--- src/rtl/vic_pkg.sv ---
package vic_pkg;
    localparam int VADDR_W = 16;

    typedef logic [VADDR_W-1:0] vaddr_t;

    typedef enum logic [1:0] {
        ISS_NONE  = 2'd0,
        ISS_RESET = 2'd1,
        ISS_IRQ   = 2'd2
    } iss_kind_e;

    typedef struct packed {
        logic      take;
        iss_kind_e kind;
        vaddr_t    addr;
    } issue_t;

    // Address of vector slot 'slot_idx' (slot 0 belongs to reset).
    function automatic vaddr_t slot_addr(vaddr_t base, int unsigned slot_size,
                                         int unsigned slot_idx);
        return base + vaddr_t'(slot_size * slot_idx);
    endfunction
endpackage

--- src/rtl/vic_pending.sv ---
module vic_pending #(
    parameter int unsigned N_SRC = 4
) (
    input  logic             clk,
    input  logic             rst,
    input  logic             wipe,
    input  logic [N_SRC-1:0] req,
    input  logic [N_SRC-1:0] clr,
    output logic [N_SRC-1:0] pend
);
    genvar g;
    generate
        for (g = 0; g < N_SRC; g++) begin : g_flag
            always_ff @(posedge clk) begin
                if (rst || wipe)
                    pend[g] <= 1'b0;
                else
                    pend[g] <= (pend[g] & ~clr[g]) | req[g];
            end
        end
    endgenerate
endmodule

--- src/rtl/vic_mask_regs.sv ---
module vic_mask_regs #(
    parameter int unsigned N_SRC = 4
) (
    input  logic             clk,
    input  logic             rst,
    input  logic             wipe,
    input  logic             en_we,
    input  logic [N_SRC-1:0] en_wdata,
    input  logic             glb_set,
    input  logic             glb_clr,
    input  logic             accept,
    output logic [N_SRC-1:0] en_q,
    output logic             glb_q
);
    always_ff @(posedge clk) begin
        if (rst || wipe) begin
            en_q  <= '0;
            glb_q <= 1'b0;
        end else begin
            if (en_we)
                en_q <= en_wdata;
            // issue beats explicit clear, which beats set
            if (accept)
                glb_q <= 1'b0;
            else if (glb_clr)
                glb_q <= 1'b0;
            else if (glb_set)
                glb_q <= 1'b1;
        end
    end
endmodule

--- src/rtl/vic_arbiter.sv ---
module vic_arbiter #(
    parameter int unsigned N_SRC  = 4,
    parameter int unsigned SIDX_W = 2
) (
    input  logic [N_SRC-1:0]  elig,
    output logic [N_SRC-1:0]  grant,
    output logic              valid,
    output logic [SIDX_W-1:0] idx
);
    genvar g;
    generate
        for (g = 0; g < N_SRC; g++) begin : g_grant
            if (g == 0) begin : g_top
                assign grant[g] = elig[g];
            end else begin : g_rest
                assign grant[g] = elig[g] & ~(|elig[g-1:0]);
            end
        end
    endgenerate

    always_comb begin
        idx = '0;
        for (int j = 0; j < int'(N_SRC); j++) begin
            if (grant[j])
                idx = idx | SIDX_W'(j);
        end
    end

    assign valid = |elig;
endmodule

--- src/rtl/vec_irq_ctrl.sv ---
module vec_irq_ctrl
    import vic_pkg::*;
#(
    parameter int unsigned N_SRC     = 4,
    parameter int unsigned SLOT_SIZE = 2,
    parameter vaddr_t      VEC_BASE  = '0
) (
    input  logic             clk,
    input  logic             rst,
    input  logic             rst_req,
    input  logic [N_SRC-1:0] irq_req,
    input  logic             en_we,
    input  logic [N_SRC-1:0] en_wdata,
    input  logic             glb_set,
    input  logic             glb_clr,
    input  logic             ret_strobe,
    output logic             take,
    output logic [15:0]      vec_addr,
    output logic             glb_en,
    output logic [N_SRC-1:0] src_en
);
    localparam int unsigned SIDX_W = (N_SRC > 1) ? $clog2(N_SRC) : 1;

    logic [N_SRC-1:0]  pend_q;
    logic [N_SRC-1:0]  elig;
    logic [N_SRC-1:0]  grant;
    logic [N_SRC-1:0]  clr_vec;
    logic              win_valid;
    logic [SIDX_W-1:0] win_idx;
    logic              accept;
    logic              rst_d;
    logic              rst_edge;
    issue_t            iss_q;
    vaddr_t            win_addr;

    assign rst_edge = rst_req & ~rst_d;
    assign elig     = pend_q & src_en & {N_SRC{glb_en}};
    assign accept   = win_valid & ~rst_req;
    assign clr_vec  = accept ? grant : '0;
    assign win_addr = slot_addr(VEC_BASE, SLOT_SIZE, 32'(win_idx) + 32'd1);

    vic_pending #(.N_SRC(N_SRC)) u_pend (
        .clk  (clk),
        .rst  (rst),
        .wipe (rst_req),
        .req  (irq_req),
        .clr  (clr_vec),
        .pend (pend_q)
    );

    vic_mask_regs #(.N_SRC(N_SRC)) u_regs (
        .clk      (clk),
        .rst      (rst),
        .wipe     (rst_req),
        .en_we    (en_we),
        .en_wdata (en_wdata),
        .glb_set  (glb_set | ret_strobe),
        .glb_clr  (glb_clr),
        .accept   (accept),
        .en_q     (src_en),
        .glb_q    (glb_en)
    );

    vic_arbiter #(.N_SRC(N_SRC), .SIDX_W(SIDX_W)) u_arb (
        .elig  (elig),
        .grant (grant),
        .valid (win_valid),
        .idx   (win_idx)
    );

    always_ff @(posedge clk) begin
        if (rst) begin
            rst_d <= 1'b0;
            iss_q <= '{take: 1'b0, kind: ISS_NONE, addr: VEC_BASE};
        end else begin
            rst_d <= rst_req;
            if (rst_edge)
                iss_q <= '{take: 1'b1, kind: ISS_RESET, addr: VEC_BASE};
            else if (accept)
                iss_q <= '{take: 1'b1, kind: ISS_IRQ, addr: win_addr};
            else begin
                iss_q.take <= 1'b0;
                iss_q.kind <= ISS_NONE;
            end
        end
    end

    assign take     = iss_q.take;
    assign vec_addr = iss_q.addr;
endmodule

--- config.mk ---
export PLATFORM = sky130hd
export DESIGN_NAME = vec_irq_ctrl
export DESIGN_NICKNAME = d
export VERILOG_FILES = /design/src/rtl/vic_pkg.sv /design/src/rtl/vic_pending.sv /design/src/rtl/vic_mask_regs.sv /design/src/rtl/vic_arbiter.sv /design/src/rtl/vec_irq_ctrl.sv
export SDC_FILE = /design/constraint.sdc
export NUM_CORES = 1
export LEC_CHECK = 0
export ABC_AREA = 1
export BUFFER_PORTS_ARGS = -buffer_cell sky130_fd_sc_hd__buf_2
export CORE_MARGIN = 2
export CORE_UTILIZATION = 25
export CTS_CLUSTER_DIAMETER = 50
export DETAILED_ROUTE_END_ITERATION = 8
export SLEW_MARGIN = 0
export SYNTH_ARGS = -nofsm -noshare
export SYNTH_HDL_FRONTEND = slang
export SYNTH_HIERARCHICAL = 1
export SYNTH_SLANG_ARGS = --single-unit
--- constraint.sdc ---
create_clock -name clk -period 4.04 [get_ports clk]
set_input_delay 0.202 -clock clk [delete_from_list [all_inputs] [get_ports clk]]
set_output_delay 0.202 -clock clk [all_outputs]
set_load 0.03 [all_outputs]
Word-level counts from Yosys, hierarchy flattened

Cells that the tools add are included.
Widths: inputs -> output; s select.

Mux-type cells: 7
Reductions and logical operators: 6
Add/sub/neg operators: 1
Bitwise operators: 25

Operators with widths:

| operator            | count |
|---|---|
| $mux 19             | 1 |
| $mux 16             | 1 |
| $and 1x1->1         | 9 |
| $not 1->1           | 9 |
| $and 4x4->4         | 2 |
| $reduce_or 3->1     | 2 |
| $or 1x1->1          | 5 |
| $mux 2              | 2 |
| $mux 4              | 1 |
| $reduce_or 2->1     | 2 |
| $reduce_or 4->1     | 1 |
| $add 2x1->3 const B | 1 |
| $mux 3              | 1 |
| $logic_or 1x1->1    | 1 |
| $mux 1              | 1 |

Logic and storage cells: 48
Output and inout bits: 22
Flip-flop bits (word level): 26

Depth between registers and ports, before layout

Gate-level depths: netlist of run 1.

Depth after elaboration: 10
Depth in mapped cells: 10
Gate-level depth less buffers: 10

Modules after synthesis

Netlist of run 1, hierarchy kept.

Modules (own cells, without submodules):

| module        | seq. area each (um^2) | instances | cells an instance | area an instance (um^2) |
|---|---|---|---|---|
| vec_irq_ctrl  | 100.1                 | 1         | 57                | 376.6 |
| vic_mask_regs | 100.1                 | 1         | 31                | 212.7 |
| vic_pending   | 80.1                  | 1         | 23                | 178.9 |
| vic_arbiter   | 0.0                   | 1         | 14                | 72.6 |

Worst setup path after synthesis of run 1

No wires, ideal clock.

Path kind: register to register
From: register u_regs.glb_q
To: register iss_q, in the netlist vec_addr[2]
Required time: 3924 ps
Path slack: 2399 ps
Cell stages (with the launch flop): 9
Arrival: 1525 ps
Cell sequence: dfxtp_1 > inv_1 > nor2_1 > inv_1 > nand2_1 > nand2_1 > ha_1 > nand3_1 > a21oi_1

Word-level cells in the longest chain between the ends: 7
Elaborated cells between the ends (all ways): 15

Ends and longest elaborated chain:

| element                | RTL line            | RTL |
|---|---|---|
| start, declared        | vic_mask_regs.sv:13 | `output logic glb_q` |
| start signal, assigned | vic_mask_regs.sv:18 | `glb_q <= 1'b0;` |
| start signal, assigned | vic_mask_regs.sv:24 | `glb_q <= 1'b0;` |
| start signal, assigned | vic_mask_regs.sv:26 | `glb_q <= 1'b0;` |
| $and 4x4->4 *          | vec_irq_ctrl.sv:37  | `assign elig = pend_q & src_en & {N_SRC{glb_en}};` |
| net elig[0]            | vec_irq_ctrl.sv:25  | `logic [N_SRC-1:0] elig;` |
| $not 1->1              | vic_arbiter.sv:16   | `assign grant[g] = elig[g] & ~(\|elig[g-1:0]);` |
| $and 1x1->1            | vic_arbiter.sv:16   |  |
| $mux 1                 | vic_arbiter.sv:24   | `if (grant[j])` |
| $mux 2                 | vic_arbiter.sv:24   |  |
| $mux 2 *               | vic_arbiter.sv:24   |  |
| net win_idx[0]         | vec_irq_ctrl.sv:29  | `logic [SIDX_W-1:0] win_idx;` |
| $add 2x1->3 *          | vec_irq_ctrl.sv:40  | `assign win_addr = slot_addr(VEC_BASE, SLOT_SIZE, 32'(win_idx) + 32'd1);` |
| net win_addr[2]        | vec_irq_ctrl.sv:34  | `vaddr_t win_addr;` |
| end signal, assigned   | vec_irq_ctrl.sv:74  | `iss_q <= '{take: 1'b0, kind: ISS_NONE, addr: VEC_BASE};` |
| end signal, assigned   | vec_irq_ctrl.sv:78  | `iss_q <= '{take: 1'b1, kind: ISS_RESET, addr: VEC_BASE};` |
| end signal, assigned   | vec_irq_ctrl.sv:80  | `iss_q <= '{take: 1'b1, kind: ISS_IRQ, addr: win_addr};` |
| end, declared          | vec_irq_ctrl.sv:33  | `issue_t iss_q;` |

Mark *: on every way through the listed nets, which the timed path passes. The rest lies on a longest branch.
A chain may end at the register's enable or synchronous reset.

Final worst setup path of run 1

Ends and elaborated chain as after synthesis.

==> metrics, run 1 <==
DR vias just over 700; vias per cell about 3.6; DPL Wire Length roughly 1.1 mm; postcts setup bufs 0; CP bufs+invs 2; Setup CP Type reg2reg; vias in the first global route 630; initial DRC count 8; Fill cells 387; largest net degree at the start of global routing 9; # hold bufs at CTS 0; Sequential Power Share 48.9%; synth top area cells dfxtp_1 (33%), buf_4 (13%), nand2_1 (11%); DRC 0; Hold Vio Cnt, Final 0; first drt pass iteration count 4; WP data arrival roughly 1800 ps; worst skew pair latency 290 ps; GRT overflow 0; startpoint types flop; share of the synthesized area in the top cell type between 30% and 40%; ant diodes 0; first-pass GRT wire length ~2.4 mm; Crit path largest cell delay ~360 ps; H-tree depth 1; Seq/Total Area, Yosys between 30% and 40%; initial antenna violation count 0; Rows 21; drt wl/cell around 7 µm; HP Class in2reg; Max Freq 650 MHz; Die Span X 62.0 µm; status finished, final reports clean; CP max stage cell dfxtp_1; post-synth top area cell dfxtp_1; Initial Utilization between 20 and 30%; CTS tree done; worst clock skew 2.89 ps; Switching Share between 20 and 30%; Static Leak around 0.52 nW; Placed Cells ~190; GRT Util Overall approximately 8.6%; Power Density between 300 and 400 nW/µm²; CP delay by family, top simple AND/OR/NAND/NOR gates; Port Buffers 23; internal power ~0.21 mW; CTS Buffer Depth 2; post-synthesis cell area 841 µm²; Max Slew Vio Count 0; clock power share roughly a third; Period Utilization, post-route between 30% and 40%; syn avg cell area between 6 and 7 µm²; Total Neg Setup Slack 0 ps; Final ANT Viol Nets 0; most common cell after layout, fill and taps aside nand2_1; critical path required time roughly 4300 ps; Layout Cells excl Fill 195; IO Pins 37; DRT Wirelength 1.41 mm; Area Overhead vs Synth 16.4%; peak supply drop 0.109 mV; post-layout net count approximately 170; Worst-path clk slew about 80 ps; CTS root buf clkbuf_4; Resized cells post-CTS 0; Final min period approximately 1500 ps; Core ar. roughly 3300 µm²; count of final setup violators 0; RSZ-0062 raised after global routing no; Clock Sinks 14; Cells after Synth 125; Yosys Warn Count 6; Worst Path Max Fanout 4; P_sw 0.0862 mW; Cell variety after synth 19; ordered list of cells on the worst path inv_1 -> nor2_1 -> inv_1 -> nand2_1 -> nand2_1 -> ha_1 -> nand3_1 -> a21oi_1; leading cell types in the layout, fill and taps excluded nand2_1 (24), inv_1 (23), buf_2 (23); critical path endpoint category flop; Comb power frac between 10% and 20%; Seq cells post-synth 14; Total Die Area 3840 µm²; Die Ht between 60 and 70 µm; TritonCTS buffer count 3; max_cap viols 0; layout cells sized above 1 between 20% and 30%; routability cong. around 0.8
power groups by stage:
stage	Combinational (mW)	Sequential, mW	Clock, mW
2_1_floorplan	0.0431	0.154	0
4_1_cts	0.0510	0.146	0.106
3_5_place_dp	0.0509	0.149	0
3_3_place_gp	0.0508	0.149	0
6_report	0.0505	0.146	0.101
5_1_grt	0.0569	0.146	0.109
worst min-delay path, delay by kind of cell:
kind                   cells  cell delay [ps]
buffers and inverters      1               80
AND/OR/NAND/NOR            3              110
synth_stat cells:
cell type,n
nand2_4,2
o21ai_1,1
buf_6,1
inv_1,23
nor3_1,1
conb_1,1
dfxtp_1,14
nand3_2,1
buf_4,14
nor2_1,21
ha_1,1
nor2_2,2
a21oi_1,3
nand3_1,4
or2_2,1
a21oi_2,4
nand2_1,24
nor2_4,2
inv_2,5
flip-flops by register name, indices dropped and copies added (netlist names):
signal	flops
u_pend/pend	4
vec_addr	3
rst_d	1
take	1
u_regs/glb_q	1
u_regs/en_q	4
area by class of cell:
cell class | count | area, µm² | area share [%]
flip-flops and latches | 14 | 280 | 28.6
well taps | 46 | 57.6 | 5.88
inverters | 28 | 105 | 10.7
multi-input cells | 80 | 384 | 39.3
clock buffers | 4 | 36.3 | 3.71
repair buffers | 23 | 115 | 11.8
path summary, 6_finish.rpt:
| kind | start | endpoint | slack [ps] | cells past startpoint |
|---|---|---|---|---|
| max reg2reg | u_regs/glb_q | vec_addr[2] | 2500 | 8 |
| min | glb_clr | u_regs/glb_q | 140 | 4 |
| max | u_regs/glb_q | vec_addr[2] | 2500 | 8 |
| min reg2reg | vec_addr[3] | vec_addr[3] | 460 | 2 |
metrics by stage:
step           setup slack [ps]  area [µm²]  util, %  hold slack [ps]  total power, mW
3_5_place_dp               2520         942     28.7              453            0.200
4_1_cts                    2500         978     29.8              136            0.302
5_1_grt                    2320         978     29.8              152            0.312
6_report                   2500         978     29.8              137            0.297
2_1_floorplan              2400         886        -              271            0.197
3_3_place_gp               2600         942     28.7              455            0.200
per-layer routing:
| metal | vias up | wire length (µm) | share of wire, % | track usage (%) |
|---|---|---|---|---|
| li1 | 385 | - | - | - |
| met1 | 295 | 656 | 47 | 9.41 |
| met2 | 20 | 609 | 43 | 14.0 |
| met3 | 4 | 76 | 5.4 | 1.45 |
| met4 | 0 | 61 | 4.3 | 8.21 |
| met5 | - | 0 | 0 | 0 |
logic make-up (layout without fill, tap and decap cells):
| kind of cell | count (synthesis) | count (layout) | share of synthesized area [%] |
|---|---|---|---|
| flip-flops | 14 | 14 | 33.3 |
| AO/OA/AOI/OAI | 8 | 8 | 6.55 |
| adder cells (fa/ha/maj) | 1 | 1 | 1.49 |
| other | 1 | 13 | 0.446 |
| buffers and inverters | 43 | 55 | 26.3 |
| AND/OR/NAND/NOR | 58 | 58 | 31.8 |
(Power assumes the default switching activity.)
==> run 2, diff against run 1 <==
- clock period: 4.04 -> 1.3 ns (I/O delays scaled with it)
==> run 2 against run 1 <==
Net effect: the run now ends with setup timing left; worst hold slack worse by 120 ps; combinational power rose to 3.3 times the previous value; clock skew up 0.77 ps; die area unchanged; cell count up 2.6%; via count up 4.0%; clock power rose to 2.5 times the previous value; worst setup slack worse by 2500 ps; critical endpoint unchanged; register-to-register slack worse by 2500 ps; non-clock buffer count up 5; critical path type unchanged; sequential share of layout area down 1.3 points; highest routed layer unchanged; sequential power rose to 3.1 times the previous value.
==> metrics, run 2 (synthesis results as in run 1) <==
Core ar. 3280 µm² (unchanged); first-pass GRT wire length 2.37 mm (+0.89%); layout cells sized above 1 42.2% (+13 points); WP data arrival 1520 ps (-240 ps); Die Ht 62.0 µm (unchanged); routability cong. 0.732 (-8.7%); most common cell after layout, fill and taps aside buf_2; peak supply drop 0.327 mV (+200%); GRT Util Overall 8.34% (-0.30 points); drt wl/cell 7.58 µm (+5.2%); Rows 21 (unchanged); CTS tree done; GRT overflow 0 (unchanged); vias per cell 3.66 (+1.4%); Port Buffers 23 (unchanged); CTS Buffer Depth 2 (unchanged); first drt pass iteration count 4 (unchanged); flop2flop setup slack -7 ps (-2510 ps); Area Overhead vs Synth 29.2%; count of final setup violators 1 (+1); Worst-path clk slew 80 ps (about the same); Total Die Area 3840 µm² (unchanged); Initial Utilization 25.6% (unchanged); largest net degree at the start of global routing 9 (unchanged); R2R depth 8 (unchanged); worst clock skew 3.66 ps (+0.771 ps); DRT Wirelength 1.52 mm (+7.9%); Worst Hold End u_regs/glb_q; Setup CP Type reg2reg; Period Utilization, post-route 101% (+62 points); Max Slew Vio Count 0 (unchanged); H-tree depth 1 (unchanged); max_cap viols 0 (unchanged); post-layout net count 171 (+3.0%); vias in the first global route 592 (-6.0%); Cells on Worst Hold Path 4 (unchanged); Static Leak 0.543 nW (+4.5%); Power Density 799 nW/µm² (+160%); Max Freq 765 MHz (+18%); initial antenna violation count 0 (unchanged); R2R Path Start u_regs/glb_q; Final WS setup -6.65 ps (-2510 ps); ant diodes 0 (unchanged); initial DRC count 11 (+3); DRC 0 (unchanged); startpoint types flop; Layout Cells excl Fill 200 (+2.6%); Hold Path Origin glb_clr; IO Pins 37 (unchanged); DR vias 732 (+4.0%); # hold bufs at CTS 0 (unchanged); Hold Vio Cnt, Final 0 (unchanged); Final ANT Viol Nets 0 (unchanged); HP Class in2reg; critical path required time 1510 ps (-2760 ps); critical path endpoint category flop; Worst Path Max Fanout 4 (unchanged); Place WS -32.9 ps (-2560 ps); failing checks setup timing; Die Span X 62.0 µm (unchanged); status complete, but fails checks; Final min period 1310 ps (-231 ps); Fill cells 371 (-4.1%); leading cell types in the layout, fill and taps excluded buf_2 (23), inv_1 (22), nand2_1 (20); r2r endpoint vec_addr[2]; CTS root buf clkbuf_4; Clock Sinks 14 (unchanged); DPL Wire Length 1.21 mm (+5.4%); worst skew pair latency 270 ps (-20 ps); TritonCTS buffer count 3 (unchanged); RSZ-0062 raised after global routing yes; Placed Cells 192 (+0.52%)
-- run 2: cell count changes in the layout (fill, tap and decap cells not counted), moves of 3 or more --
cell / change
nor2_1: -4
dfxtp_1: -5
nand2_1: -4
nor2_4: +3
dfxtp_4: +4
nand2_2: +4
buf_4: +5
-- run 2: area by class of cell --
type	instances	area (µm²)	area share, %
clock buffers	4	26.3	2.42
well taps	46	57.6	5.30
multi-input cells	80	440	40.6
flip-flops and latches	14	297	27.3
repair buffers	28	153	14.1
inverters	28	113	10.4
-- run 2: worst max-delay path, stage by stage, from the launching register on --
cell     delay [ps]
dfxtp_4         390
inv_8            50
nor2_4          140
nor2_4           70
nand3_2          80
nand2_2          70
ha_4            260
nand3_2          60
a21oi_1         130
-- run 2: worst max-delay path by stage --
stage,start,endpoint,slack (ps)
after floorplan,u_regs/glb_q,vec_addr[2],8
after global placement,u_regs/glb_q,u_pend/pend[2],-7
after detailed placement,u_regs/glb_q,u_pend/pend[0],-30
after CTS,u_regs/glb_q,u_regs/glb_q,2
after global routing,u_regs/glb_q,vec_addr[2],-100
final,u_regs/glb_q,vec_addr[2],-7
-- run 2: layer usage --
| layer | up-vias | part of all wire (%) | track usage [%] | wire length, µm |
|---|---|---|---|---|
| met2 | 19 | 49 | 13.7 | 745 |
| met5 | - | 0 | 0 | 0 |
| met3 | 2 | 4.7 | 1.24 | 72 |
| met4 | 0 | 1.3 | 4.56 | 20 |
| li1 | 394 | - | - | - |
| met1 | 317 | 45 | 10.4 | 678 |
-- run 2: power breakdown --
part | total (mW) | internal (mW) | switching (mW)
Combinational | 0.165 | 0.0448 | 0.120
Sequential | 0.450 | 0.440 | 0.00956
Clock | 0.253 | 0.119 | 0.134
Total | 0.867 | 0.604 | 0.264
-- run 2: stage by stage --
stage / TNS (ps) / hold WS (ps) / area (µm²) / util [%] / total power [mW]
after floorplan: 0 / 134 / 932 / - / 0.612
after global placement: -13.9 / 313 / 996 / 30.3 / 0.623
after detailed placement: -114 / 311 / 996 / 30.3 / 0.624
after CTS: 0 / 9.11 / 1030 / 31.4 / 0.888
after global routing: -295 / 16.0 / 1090 / 33.1 / 0.928
final: -6.65 / 20.2 / 1090 / 33.1 / 0.867
-- run 2: timing repair --
action,4_1_cts,5_1_grt
pin swaps,1,8
endpoints found under the setup margin,5,6
gates resized for setup,1,7
buffers inserted,1,3
